[config.mk]
export PLATFORM = sky130hd
export DESIGN_NAME = twophase_flag
export DESIGN_NICKNAME = d
export VERILOG_FILES = /design/src/rtl/twophase_pkg.sv /design/src/rtl/twophase_sync.sv /design/src/rtl/twophase_edge.sv /design/src/rtl/twophase_flag_reg.sv /design/src/rtl/twophase_flag.sv
export SDC_FILE = /design/constraint.sdc
export NUM_CORES = 1
export LEC_CHECK = 0
export BUFFER_PORTS_ARGS = -buffer_cell sky130_fd_sc_hd__buf_2
export CORE_AREA = 2 2 39 41
export DETAILED_ROUTE_END_ITERATION = 7
export DIE_AREA = 0 0 41 43
export PLACE_DENSITY_LB_ADDON = 0.25
export SYNTH_ARGS = -nofsm -noshare
export SYNTH_HDL_FRONTEND = slang
export SYNTH_SLANG_ARGS = --single-unit
[constraint.sdc]
create_clock -name clk -period 0.85 [get_ports clk]
set_input_delay 0.0425 -clock clk [delete_from_list [all_inputs] [get_ports clk]]
set_output_delay 0.0425 -clock clk [all_outputs]
set_load 0.02 [all_outputs]
[src/rtl/twophase_pkg.sv]
package twophase_pkg;

  localparam int CH_CLR = 0;
  localparam int CH_SET = 1;
  localparam int NUM_CH = 2;

  typedef enum logic [1:0] {
    ACT_HOLD  = 2'd0,
    ACT_CLEAR = 2'd1,
    ACT_SET   = 2'd2
  } flag_act_e;

  // Clearing wins when both events land in one cycle.
  function automatic flag_act_e pick_action(input logic clr_evt, input logic set_evt);
    if (clr_evt)      return ACT_CLEAR;
    else if (set_evt) return ACT_SET;
    else              return ACT_HOLD;
  endfunction

endpackage

[src/rtl/twophase_sync.sv]
module twophase_sync #(
  parameter int STAGES = 2
) (
  input  logic clk,
  input  logic d_i,
  output logic q_o
);
  localparam int LAST = STAGES - 1;

  logic [LAST:0] chain_q;

  // No reset: the chain keeps tracking the line while reset is held,
  // so its output already matches the line when reset is released.
  generate
    if (STAGES == 1) begin : g_single
      always_ff @(posedge clk) chain_q <= d_i;
    end else begin : g_multi
      always_ff @(posedge clk) chain_q <= {chain_q[LAST-1:0], d_i};
    end
  endgenerate

  assign q_o = chain_q[LAST];

endmodule

[src/rtl/twophase_edge.sv]
module twophase_edge (
  input  logic clk,
  input  logic rst_n,
  input  logic lvl_i,
  output logic evt_o
);
  logic prev_q;
  logic armed_q;

  // The previous sample follows the line at all times, reset included.
  always_ff @(posedge clk) prev_q <= lvl_i;

  always_ff @(posedge clk or negedge rst_n) begin
    if (!rst_n) armed_q <= 1'b0;
    else        armed_q <= 1'b1;
  end

  assign evt_o = armed_q & (lvl_i ^ prev_q);

  assert_evt_tracks_change_R2: assert property (@(posedge clk) disable iff (!rst_n)
    (armed_q && $past(armed_q)) |-> (evt_o == (lvl_i != $past(lvl_i))))
    else $error("edge event does not match a level change");

  assert_no_evt_unarmed_R8: assert property (@(posedge clk) disable iff (!rst_n)
    $rose(armed_q) |-> (prev_q == $past(lvl_i)))
    else $error("previous sample not primed at reset release");

endmodule

[src/rtl/twophase_flag_reg.sv]
module twophase_flag_reg
  import twophase_pkg::*;
(
  input  logic clk,
  input  logic rst_n,
  input  logic clr_evt_i,
  input  logic set_evt_i,
  output logic flag_o
);
  flag_act_e act;
  logic      flag_q;

  assign act = pick_action(clr_evt_i, set_evt_i);

  always_ff @(posedge clk or negedge rst_n) begin
    if (!rst_n) flag_q <= 1'b0;
    else begin
      case (act)
        ACT_CLEAR: flag_q <= 1'b0;
        ACT_SET:   flag_q <= 1'b1;
        default:   flag_q <= flag_q;
      endcase
    end
  end

  assign flag_o = flag_q;

  assert_reset_clear_R1: assert property (@(posedge clk) !rst_n |-> !flag_q)
    else $error("flag not clear in reset");

  assert_clear_evt_R4: assert property (@(posedge clk) disable iff (!rst_n)
    clr_evt_i |=> !flag_q)
    else $error("clear event did not clear flag");

  assert_set_evt_R5: assert property (@(posedge clk) disable iff (!rst_n)
    (set_evt_i && !clr_evt_i) |=> flag_q)
    else $error("set event did not set flag");

  assert_both_clear_R6: assert property (@(posedge clk) disable iff (!rst_n)
    (set_evt_i && clr_evt_i) |=> !flag_q)
    else $error("simultaneous events did not clear flag");

  assert_hold_R7: assert property (@(posedge clk) disable iff (!rst_n)
    (!set_evt_i && !clr_evt_i && $past(rst_n)) |=> $stable(flag_q))
    else $error("flag changed without event");

endmodule

[src/rtl/twophase_flag.sv]
module twophase_flag
  import twophase_pkg::*;
#(
  parameter int SYNC_STAGES = 2
) (
  input  logic clk,
  input  logic rst_n,
  input  logic clr_line_i,
  input  logic set_line_i,
  output logic flag_o,
  output logic clr_evt_o,
  output logic set_evt_o
);
  logic [NUM_CH-1:0] line_raw;
  logic [NUM_CH-1:0] line_sync;
  logic [NUM_CH-1:0] line_evt;

  assign line_raw[CH_CLR] = clr_line_i;
  assign line_raw[CH_SET] = set_line_i;

  generate
    for (genvar ch = 0; ch < NUM_CH; ch++) begin : g_ch
      twophase_sync #(.STAGES(SYNC_STAGES)) u_sync (
        .clk (clk),
        .d_i (line_raw[ch]),
        .q_o (line_sync[ch])
      );
      twophase_edge u_edge (
        .clk   (clk),
        .rst_n (rst_n),
        .lvl_i (line_sync[ch]),
        .evt_o (line_evt[ch])
      );
    end
  endgenerate

  twophase_flag_reg u_flag (
    .clk       (clk),
    .rst_n     (rst_n),
    .clr_evt_i (line_evt[CH_CLR]),
    .set_evt_i (line_evt[CH_SET]),
    .flag_o    (flag_o)
  );

  assign clr_evt_o = line_evt[CH_CLR];
  assign set_evt_o = line_evt[CH_SET];

  assert_single_pulse_R3: assert property (@(posedge clk) disable iff (!rst_n)
    ($past(rst_n) && set_evt_o && $stable(set_line_i)) |=> !set_evt_o)
    else $error("set event pulse wider than one cycle");

endmodule

# [Yosys cells after proc, flatten, opt, wreduce, memory -nomap -nowiden]
# Cells that the tools add are included.
# Widths: inputs -> output; s select.
[totals] register_bits=8 input_bits=4 out_inout_bits=3 elab_cells=16
[op_classes] eq_ne=2 n_mux=3 bitwise=4 n_reduce_logical=1
[ops] cell="$mux 2" count=2
[ops] cell="$and 1x1->1" count=2
[ops] cell="$eq 2x1->1 const B" count=1
[ops] cell="$eq 2x2->1 const B" count=1
[ops] cell="$pmux 1 s2" count=1
[ops] cell="$reduce_bool 2->1" count=1
[ops] cell="$xor 1x1->1" count=2

# [Longest topological paths before layout]
[logic_depth] ltp_word=6 ltp_mapped=3 mapped_depth_nobuf=3

# [Hierarchy]
# A second synthesis with hierarchy kept.
[unflattened] cells_unflattened=16 area_unflattened_um2=242.7
[by_module_without_submodules] module="twophase_edge" instances=2 cells_each=5 area_per_inst_um2=63.8 seq_area_each_um2=45.0
[by_module_without_submodules] module="twophase_sync" instances=2 cells_each=2 area_per_inst_um2=40.0 seq_area_each_um2=40.0
[by_module_without_submodules] module="twophase_flag_reg" instances=1 cells_each=2 area_per_inst_um2=35.0 seq_area_each_um2=25.0

# [Worst setup path after synthesis]
# OpenSTA, ideal clock, no wires.
[synth_path] path_type="register to register" startpoint="register g_ch[0].u_sync.chain_q[1]" endpoint="register u_flag.flag_q (netlist: u_flag.flag_o)" setup_time_ns=0.118 arrival_time_ns=0.682 required_ns=0.732 setup_slack_ns=0.050 stages_incl_launch_ff=4 path_buffers=0 period_less_slack_ns=0.800 cell_sequence="dfxtp_1 > xor2_1 > and2_4 > nor2_2"
[synth_via] elab_chain_len=5 elab_cells_between_ends=7 classes_between="eq/ne: 2; mux: 2; bitwise: 2; reduce/logical: 1"
[synth_rtl] element="start, declared" line="twophase_sync.sv:10" source="logic [LAST:0] chain_q;"
[synth_rtl] element="start signal, assigned" line="twophase_sync.sv:18" source="always_ff @(posedge clk) chain_q <= {chain_q[LAST-1:0], d_i};"
[synth_rtl] element="$xor 1x1->1 (*)" line="twophase_edge.sv:18" source="assign evt_o = armed_q & (lvl_i ^ prev_q);"
[synth_rtl] element="$and 1x1->1 (*)" line="twophase_edge.sv:18"
[synth_rtl] element="net clr_evt_o" line="twophase_flag.sv:11" source="output logic clr_evt_o,"
[synth_rtl] element="$mux 2 (*)" line="twophase_pkg.sv:15" source="if (clr_evt) return ACT_CLEAR;"
[synth_rtl] element="$eq 2x2->1 / $eq 2x1->1 (equally long branches)" line="twophase_flag_reg.sv:18" source="case (act)"
[synth_rtl] element="$pmux 1 s2 / $reduce_bool 2->1 (equally long branches)"
[synth_rtl] element="end signal, assigned" line="twophase_flag_reg.sv:21" source="default: flag_q <= flag_q;"
[synth_rtl] element="end, declared" line="twophase_flag_reg.sv:11" source="logic flag_q;"
# Mark *: on every way through the listed nets, which the timed path passes. The rest lies on a longest branch.
# A chain may end at the register's enable or synchronous reset.

# [Worst setup path in the final report]
[layout_path] startpoint="register g_ch[1].u_sync.chain_q[1]" endpoint="output port set_evt_o"
[layout_via] elab_chain_len=2
[layout_rtl] element="start, declared" line="twophase_sync.sv:10"
[layout_rtl] element="start signal, assigned" line="twophase_sync.sv:18"
[layout_rtl] element="$xor 1x1->1" line="twophase_edge.sv:18"
[layout_rtl] element="$and 1x1->1" line="twophase_edge.sv:18"
[layout_rtl] element="end, declared" line="twophase_flag.sv:12" source="output logic set_evt_o"
# No other way between the ends.

==> impl_metrics.env <==
export IMPL_synth_seq_cells=8
export IMPL_intPower_mw=0.648
export IMPL_core_area_sq_um=1380
export IMPL_initial_core_util_pct=15.7
export IMPL_numCtsBuffers=3
export IMPL_cpPeakStageDelay_ns=0.32
export IMPL_grt_max_degree=6
export IMPL_period_share_pct=123
export IMPL_grt_pass1_vias=120
export IMPL_htree_levels=1
export IMPL_antenna_found_initial=0
export IMPL_fmax_ghz=0.954
export IMPL_violations="setup timing"
export IMPL_holdWs_ns=0.105
export IMPL_cp_depth=3
export IMPL_clock_root_buffer="clkbuf_4"
export IMPL_reg2regPathDepth=4
export IMPL_cts_sinks=8
export IMPL_synth_compound_area_share_pct=2.30
export IMPL_totalPowerFinal_mw=0.830
export IMPL_synth_distinct_cells=8
export IMPL_dp_slack_ns=0.0142
export IMPL_antennaDiodeCount=0
export IMPL_pwr_share_seq_pct=50.3
export IMPL_status="finished, violations left"
export IMPL_yosysSeqAreaShare_pct=78.2
export IMPL_drtIter0Drc=0
export IMPL_pin_count=7
export IMPL_yosys_area_share_simple_pct=9.77
export IMPL_critPathSlowestCell="dfxtp_2"
export IMPL_hold_viol_final=0
export IMPL_grt_overflow=0
export IMPL_ant_nets=0
export IMPL_synth_avg_cell_area_sq_um=14.5
export IMPL_critPathBufInv=1
export IMPL_yosys_warnings=0
export IMPL_crit_path_start_kind="register"
export IMPL_die_w_microns=41
export IMPL_rsz0062_at_grt="true"
export IMPL_power_switching_mw=0.182
export IMPL_fin_nets=34
export IMPL_fin_util_pct=25.9
export IMPL_cp_data_required_time_ns=0.81
export IMPL_drive_gt1_share_pct=51.7
export IMPL_setup_viol=2
export IMPL_slew_viol_final=0
export IMPL_worst_setup_path_type="reg -> out"
export IMPL_cp_max_fo=2
export IMPL_clkPwrFrac_pct=36.5
export IMPL_synth_adder_area_share_pct=0
export IMPL_syn_area_sq_um=218
export IMPL_min_path_type="in -> async"
export IMPL_drc=0
export IMPL_worstPathArrival_ns=1.01
export IMPL_synth_cells=15
export IMPL_combPwrFrac_pct=13.2
export IMPL_cts_tree="yes"
export IMPL_swShare_pct=21.9
export IMPL_synth_top_family_by_area="simple AND/OR/NAND/NOR gates"
export IMPL_critical_path_top_delay_family="flip-flops"
export IMPL_fin_ws_ns=-0.198
export IMPL_leakagePower_nw=0.161
export IMPL_syn_num_nets=19
export IMPL_clk_path_buf_depth=2
export IMPL_fp_dieH_microns=43
export IMPL_vias_per_cell=3.13
export IMPL_routed_wl_microns=289
export IMPL_clk_pin_slew_worst_paths_ns=0.05
export IMPL_path_cells="xor2_1 -> and2_1 -> buf_6"
export IMPL_grt_pass1_wl_microns=448
export IMPL_fin_crit_ns=1.05
export IMPL_die_area_sq_um=1760
export IMPL_io_buffers=6
export IMPL_place_gp_congestion=0.507
export IMPL_drt_pass1_iterations=1
export IMPL_clock_latency_ns=0.25
export IMPL_rows=14
export IMPL_peakVddDrop_mv=0.844
export IMPL_worstSetupEndpointType="primary output"
export IMPL_synthXorXnorAreaFrac_pct=8.05
export IMPL_hpwl_microns=206
export IMPL_wl_per_cell_microns=6.42
export IMPL_maxCapViolations=0
export IMPL_powerDensity_nw_per_um2=2320
export IMPL_clock_skew_ns=0.00290
export IMPL_syn2layout_area_growth_pct=64.4
export IMPL_via_count=141
export IMPL_grt_usage_pct=4.65
export IMPL_muxShareOfSynthArea_pct=0
[cell usage in the layout (no fill, tap or decap), drive strengths merged]
| master | netlist | routed |
|---|---|---|
| xor2 | 2 | 2 |
| conb | 1 | 1 |
| buf | 0 | 7 |
| dfxtp | 6 | 6 |
| dlygate4sd3 | 0 | 3 |
| dfrtp | 2 | 2 |
| a21oi | 1 | 1 |
| nor2 | 1 | 1 |
| clkbuf | 0 | 4 |
| and2 | 2 | 2 |
[final timing paths]
path	startpoint	to	slack, ns
worst max register to register	g_ch[0].u_sync.chain_q[1]	u_flag.flag_o	0.01
worst min-delay path	rst_n	g_ch[1].u_edge.armed_q	0.10
max in group asynchronous	rst_n	u_flag.flag_o	0.65
worst max-delay path	g_ch[1].u_sync.chain_q[1]	set_evt_o	-0.20
worst min register to register	g_ch[0].u_sync.chain_q[0]	g_ch[0].u_sync.chain_q[1]	0.32
min in group clk	g_ch[0].u_sync.chain_q[0]	g_ch[0].u_sync.chain_q[1]	0.32
[metrics by stage]
stage | std cells | instance area, sq um | TNS (ns)
global placement | 37 | 268 | 0
floorplan | 15 | 218 | 0
global route | 45 | 358 | -0.560
CTS | 45 | 352 | -0.413
detailed placement | 37 | 268 | 0
finish | 45 | 358 | -0.372
[flip-flops by register name, indices dropped and copies added, names as in the netlist]
signal,count
u_flag.flag_o,1
g_ch.u_edge.armed_q,1
g_ch.u_sync.chain_q,4
g_ch.u_edge.prev_q,2
[kinds of logic after synthesis]
group	count (synthesis)
AND/OR/NAND/NOR	3
XOR/XNOR	2
flip-flops	8
other	1
AO/OA/AOI/OAI	1
[area by class of cell]
type | instances | area [sq um]
clock buffer | 4 | 26.3
fill | 142 | 1030
timing repair buffer | 10 | 90.1
tap | 16 | 20.0
sequential | 8 | 174
multi-input combinational | 7 | 47.5
[power groups by stage]
stage               Sequential [mW]  Clock, mW  Combinational (mW)
finish                        0.418      0.303               0.110
global route                  0.420      0.330               0.121
CTS                           0.416      0.321               0.101
detailed placement            0.422          0              0.0712
global placement              0.420          0              0.0698
floorplan                     0.431          0              0.0353
[synthesized netlist by cell type, drive strengths merged]
cell / number / area share (%)
a21oi: 1 / 2.3
nor2: 1 / 2.9
conb: 1 / 1.7
dfxtp: 6 / 55
and2: 2 / 6.9
xor2: 2 / 8.0
dfrtp: 2 / 23
[per-layer routing]
layer  part of all wire (%)  wire [microns]  track usage [%]  vias up
met5                      0               0                0        -
met4                      0               0             4.00        0
met3                     12              36             6.28        0
met2                     45             130             5.31        9
met1                     43             123             3.62       58
li1                       -               -                -       74
[what timing repair did]
item | CTS | global route
endpoints found under the hold margin | 4 | 0
hold buffers | 3 | 0
gates resized for setup | 8 | 2
cloned | 0 | 0
setup buffers | 1 | 0
endpoints found under the setup margin | 2 | 4
pin swaps | 5 | 1
No activity file was read; power rests on OpenSTA's default activity.
